## src/rtl/drrm_pkg.sv

```systemverilog
package drrm_pkg;

    // Widest port count the scheduler is meant to be built with.
    localparam int unsigned MAX_PORTS = 64;

    // Circular offset inside a ring of n positions.
    function automatic int unsigned wrap_add(input int unsigned base,
                                             input int unsigned step,
                                             input int unsigned n);
        return (base + step) % n;
    endfunction

    // Position one beyond idx, wrapping at n.
    function automatic int unsigned wrap_next(input int unsigned idx,
                                              input int unsigned n);
        return (idx + 1 == n) ? 0 : idx + 1;
    endfunction

    // Index width for a ring of n positions, at least one bit.
    function automatic int unsigned idx_bits(input int unsigned n);
        return (n > 1) ? $clog2(n) : 1;
    endfunction

endpackage

```

## src/rtl/drrm_rr_arbiter.sv

```systemverilog
module drrm_rr_arbiter
    import drrm_pkg::*;
#(
    parameter  int N  = 4,
    localparam int PW = idx_bits(N)
) (
    input  logic          clk,
    input  logic          rst,
    input  logic [N-1:0]  req,
    input  logic [PW-1:0] ptr,
    output logic          hit,
    output logic [PW-1:0] idx,
    output logic [N-1:0]  pick
);

    // Circular search starting at ptr: first set request wins.
    always_comb begin
        int unsigned pos;
        hit  = 1'b0;
        idx  = '0;
        pick = '0;
        for (int k = 0; k < N; k++) begin
            pos = wrap_add(32'(ptr), k, N);
            if (!hit && req[PW'(pos)]) begin
                hit             = 1'b1;
                idx             = PW'(pos);
                pick[PW'(pos)]  = 1'b1;
            end
        end
    end


    pick_onehot_chk: assert property (@(posedge clk) disable iff (rst)
        $onehot0(pick));


    pick_in_req_chk: assert property (@(posedge clk) disable iff (rst)
        (pick & ~req) == '0);


    busy_hits_chk: assert property (@(posedge clk) disable iff (rst)
        (|req) |-> hit);

endmodule

```

## src/rtl/drrm_rr_pointer.sv

```systemverilog
module drrm_rr_pointer
    import drrm_pkg::*;
#(
    parameter  int N  = 4,
    localparam int PW = idx_bits(N)
) (
    input  logic          clk,
    input  logic          rst,
    input  logic          bump,
    input  logic [PW-1:0] sel,
    output logic [PW-1:0] ptr
);

    always_ff @(posedge clk) begin
        if (rst)
            ptr <= '0;
        else if (bump)
            ptr <= PW'(wrap_next(32'(sel), N));
    end


    hold_when_idle_chk: assert property (@(posedge clk) disable iff (rst)
        !bump |=> $stable(ptr));


    ptr_in_range_chk: assert property (@(posedge clk) disable iff (rst)
        32'(ptr) < N);

endmodule

```

## src/rtl/drrm_sched.sv

```systemverilog
module drrm_sched
    import drrm_pkg::*;
#(
    parameter int N = 4
) (
    input  logic             clk,
    input  logic             rst,
    input  logic             slot_start,
    input  logic [N*N-1:0]   voq_nonempty,
    output logic             match_valid,
    output logic [N*N-1:0]   match_grant
);

    localparam int PW = idx_bits(N);

    logic [PW-1:0] req_ptr  [N];
    logic [PW-1:0] gnt_ptr  [N];
    logic          rq_hit   [N];
    logic [PW-1:0] rq_idx   [N];
    logic [N-1:0]  rq_vec   [N];
    logic [N-1:0]  col_req  [N];
    logic          gn_hit   [N];
    logic [PW-1:0] gn_idx   [N];
    logic [N-1:0]  gn_vec   [N];
    logic [N*N-1:0] grant_mx;
    logic [N-1:0]  in_won;

    // Request side: one arbiter and one pointer per input.
    for (genvar i = 0; i < N; i++) begin : g_input
        drrm_rr_arbiter #(.N(N)) u_req_arb (
            .clk (clk),
            .rst (rst),
            .req (voq_nonempty[i*N +: N]),
            .ptr (req_ptr[i]),
            .hit (rq_hit[i]),
            .idx (rq_idx[i]),
            .pick(rq_vec[i])
        );

        drrm_rr_pointer #(.N(N)) u_req_ptr (
            .clk (clk),
            .rst (rst),
            .bump(slot_start && in_won[i]),
            .sel (rq_idx[i]),
            .ptr (req_ptr[i])
        );
    end

    // Route each input's single request to the column of its output.
    always_comb begin
        for (int j = 0; j < N; j++)
            for (int i = 0; i < N; i++)
                col_req[j][i] = rq_vec[i][j];
    end

    // Grant side: one arbiter and one pointer per output.
    for (genvar j = 0; j < N; j++) begin : g_output
        drrm_rr_arbiter #(.N(N)) u_gnt_arb (
            .clk (clk),
            .rst (rst),
            .req (col_req[j]),
            .ptr (gnt_ptr[j]),
            .hit (gn_hit[j]),
            .idx (gn_idx[j]),
            .pick(gn_vec[j])
        );

        drrm_rr_pointer #(.N(N)) u_gnt_ptr (
            .clk (clk),
            .rst (rst),
            .bump(slot_start && gn_hit[j]),
            .sel (gn_idx[j]),
            .ptr (gnt_ptr[j])
        );
    end

    // Gather grants back into input-major order.
    always_comb begin
        grant_mx = '0;
        in_won   = '0;
        for (int i = 0; i < N; i++) begin
            for (int j = 0; j < N; j++) begin
                grant_mx[i*N + j] = gn_vec[j][i];
                in_won[i]         = in_won[i] | gn_vec[j][i];
            end
        end
    end

    always_ff @(posedge clk) begin
        if (rst) begin
            match_valid <= 1'b0;
            match_grant <= '0;
        end else begin
            match_valid <= slot_start;
            match_grant <= slot_start ? grant_mx : '0;
        end
    end


    valid_follows_strobe_chk: assert property (@(posedge clk) disable iff (rst)
        slot_start |=> match_valid);


    valid_needs_strobe_chk: assert property (@(posedge clk) disable iff (rst)
        !slot_start |=> !match_valid);


    quiet_when_idle_chk: assert property (@(posedge clk) disable iff (rst)
        !slot_start |=> (match_grant == '0));


    grant_only_occupied_chk: assert property (@(posedge clk) disable iff (rst)
        slot_start |=> ((match_grant & ~$past(voq_nonempty)) == '0));

    for (genvar i = 0; i < N; i++) begin : g_row_chk

        row_single_chk: assert property (@(posedge clk) disable iff (rst)
            $onehot0(match_grant[i*N +: N]));
    end

    for (genvar j = 0; j < N; j++) begin : g_col_chk
        logic [N-1:0] col_bits;
        always_comb
            for (int i = 0; i < N; i++)
                col_bits[i] = match_grant[i*N + j];

        col_single_chk: assert property (@(posedge clk) disable iff (rst)
            $onehot0(col_bits));
    end

endmodule

```

## config.mk

```make
export PLATFORM = sky130hd
export DESIGN_NAME = drrm_sched
export DESIGN_NICKNAME = d
export VERILOG_FILES = /design/src/rtl/drrm_pkg.sv /design/src/rtl/drrm_rr_arbiter.sv /design/src/rtl/drrm_rr_pointer.sv /design/src/rtl/drrm_sched.sv
export SDC_FILE = /design/constraint.sdc
export NUM_CORES = 1
export LEC_CHECK = 0
export CORE_MARGIN = 4
export CORE_UTILIZATION = 30
export DETAILED_ROUTE_END_ITERATION = 8
export PLACE_DENSITY_LB_ADDON = 0.15
export SKIP_CTS_REPAIR_TIMING = 1
export SLEW_MARGIN = 15
export SYNTH_ARGS = -nofsm -noshare
export SYNTH_HDL_FRONTEND = slang
export SYNTH_SLANG_ARGS = --single-unit
```

## constraint.sdc

```tcl
create_clock -name clk -period 6.7 [get_ports clk]
set_input_delay 1.34 -clock clk [delete_from_list [all_inputs] [get_ports clk]]
set_output_delay 1.34 -clock clk [all_outputs]
set_load 0.005 [all_outputs]
```

==> qor.json <==
{
  "status": "completed",
  "cts_tree": "yes",
  "worst-path-max-fanout": 11,
  "post_synth.cell_area_avg_um2": 8.07,
  "fin_skew_ns": 0.0126,
  "timing.fmax_mhz": 191,
  "synth-async-reset-ratio_pct": 0,
  "cts_buffers": 5,
  "cp_data_required_time_ns": 6.87,
  "horizontal_die_dimension_um": 140,
  "grt_antenna_before_repair": 0,
  "largest_net_degree_at_the_start_of_global_routing": 25,
  "postSynthNetCount": 719,
  "yosys.area.top_type_share_pct": 12.6,
  "synthesis.area_um2": 5260,
  "syn2layout_area_growth_pct": 12.0,
  "initialDrtViolationCount": 394,
  "synth_cells": 651,
  "cts_max_level": 2,
  "dp_hpwl_um": 11400,
  "die-area_um2": 19700,
  "route.vias.total": 5074,
  "worst_ep_arrival_time_ns": 5.41,
  "dieHeight_um": 140,
  "wl_per_cell_um": 16.6,
  "synth_enable_flop_cells": 0,
  "first_global_vias": 4840,
  "clock_sinks": 33,
  "firstDrtPassIters": 5,
  "count_of_buffers_inserted_at_the_top_level_ports": 35,
  "fp.coreArea_um2": 17200,
  "clock_insertion_delay_worst_skew_ns": 0.29,
  "netlist.top_cell.by_area": "dfxtp_1",
  "max_slew.worst_pin.slew_ns": 1.12,
  "number_of_nets_still_failing_antenna_checks_after_routing": 0,
  "cts.root.buffer_cell": "clkbuf_16",
  "finalCritPeriodShare_pct": 78.1,
  "initial_core_util_pct": 30.5,
  "core.rowCount": 48,
  "synth_flop_cell": "dfxtp_1",
  "vias_per_cell": 5.71,
  "finalWorstPathRequiredPeriod_ns": 5.23,
  "synth.top_cells.by_area": "dfxtp_1, ha_1, mux4_2",
  "rsz0062_at_grt": "false",
  "critPathKind": "in -> reg",
  "total_wirelength_um": 14800,
  "hold_violations": 0,
  "synth-warning-count": 0,
  "endpoint_kind": "register",
  "track_usage_pct": 14.8,
  "diodes": 0,
  "yosys_register_bits": 33,
  "path_clk_slew_ns": 0.06,
  "clk_path_buf_depth": 2,
  "hold_path_class": "reg -> reg",
  "first_pass_grt_wire_length_um": 24600,
  "drv_slew": 0,
  "synth_cell_types": 79,
  "global_placer_s_final_weighted_congestion": 0.844,
  "setup_total_negative_slack_ns": 0,
  "fin_nets": 730,
  "start_kind": "input port",
  "setup-violations-final": 0,
  "drc": 0,
  "slew_headroom_pct": 25.4,
  "io-pin-count": 36,
  "timing.max_cap.violations": 0,
  "yosysSeqAreaShare_pct": 12.6,
  "grt.overflow.total": 0,
  "drive_above_1_share_pct": 9.80
}
## area by class of cell
type / count / area [um2]
fillers: 1771 / 11300
multi-input cells: 554 / 4320
flip-flops and latches: 33 / 661
repair buffers: 37 / 365
well taps: 225 / 282
clock buffers: 5 / 125
inverters: 31 / 116
clock inverters: 3 / 17.5
## cell usage in the layout, fill, tap and decap left out, types with 6 or more instances in the layout
cell / instances
and3_1: 9
a221oi_1: 13
inv_1: 25
a21oi_1: 20
nor2b_1: 16
a2bb2oi_1: 7
nor3_1: 13
a211oi_1: 8
mux2_2: 11
nand2_1: 64
o31ai_1: 6
o211ai_1: 13
nor3b_1: 6
clkdlybuf4s50_1: 35
nand4_1: 8
nand2b_1: 14
xnor2_1: 7
mux4_2: 20
mux2i_1: 33
nand3_1: 17
o21ai_0: 24
ha_1: 49
a221o_1: 10
a31oi_1: 7
nor2_1: 66
dfxtp_1: 33
## cell usage after synthesis, drive strengths merged, types with 4 or more instances
library cell  count
o31ai             6
a21boi            5
o211ai           13
mux2i            33
o21ai            30
o22ai             5
nand4             8
or3               5
a41oi             4
nor3b             6
or2               4
and2              5
clkinv            4
nand2b           14
nor3             13
xnor2             7
a22oi             5
mux4             20
ha               49
clkbuf           16
mux2             16
buf              17
nand3b            5
a21oi            20
dfxtp            33
nand3            17
a211oi            8
inv              27
a221oi           19
nand2            64
nor2             66
o21a              5
a2bb2oi           7
and3              9
a31oi             7
a221o            10
nor2b            16
## critical path: stages
cell	delay, ns
clkdlybuf4s50_1	0.54
mux2_1	0.41
mux2i_1	0.42
a221oi_2	0.11
o21ai_1	0.79
mux4_2	0.52
nor2b_1	0.20
nor2b_1	0.06
a221oi_1	0.43
a41oi_2	0.24
mux2_1	0.35
## cell families after synthesis
kind of cell	count (synthesis)	synth area share, %
AOI/OAI and AO/OA	181	27.0
xor gates and xnor gates	9	1.50
adders and majority gates	49	11.7
buffers and inverters	64	5.24
DFF	33	12.6
muxes	69	18.4
and+or+nand+nor	246	23.6
## layer usage
| layer | wire [um] | GRT usage [%] | vias to the layer above |
|---|---|---|---|
| met2 | 6550 | 23.6 | 156 |
| met4 | 422 | 5.00 | 0 |
| li1 | - | - | 2499 |
| met5 | 0 | 0 | - |
| met3 | 747 | 2.08 | 25 |
| met1 | 7060 | 20.4 | 2394 |
## through the flow
stage	hold slack, ns	cell area [um2]	worst slack [ns]	util [%]	std cells
2_1_floorplan	0.484	5260	2.38	-	651
3_3_place_gp	0.528	5740	1.29	33.3	880
3_5_place_dp	0.530	5740	1.19	33.3	880
4_1_cts	0.539	5890	1.48	34.2	888
5_1_grt	0.567	5890	1.12	34.2	888
6_report	0.538	5890	1.47	34.2	888
## final timing paths
path / start / end / slack [ns] / cells past startpoint
worst min register to register: g_output[1].u_gnt_ptr.ptr[1] / g_output[1].u_gnt_ptr.ptr[1] / 0.54 / 2
worst max register to register: g_input[1].u_req_ptr.ptr[1] / g_input[2].u_req_ptr.ptr[1] / 1.68 / 12
worst min-delay path: g_output[1].u_gnt_ptr.ptr[1] / g_output[1].u_gnt_ptr.ptr[1] / 0.54 / 2
worst max-delay path: voq_nonempty[6] / g_input[2].u_req_ptr.ptr[1] / 1.47 / 11
## registers in the layout, summed over array words and instances, names as in the netlist, named ones only
signal,flops
match_grant,16
g_output.u_gnt_ptr.ptr,8
g_input.u_req_ptr.ptr,5
match_valid,1
Power is not shown: default switching activity piles up to over one toggle a cycle in this logic, so the estimate is an artifact.
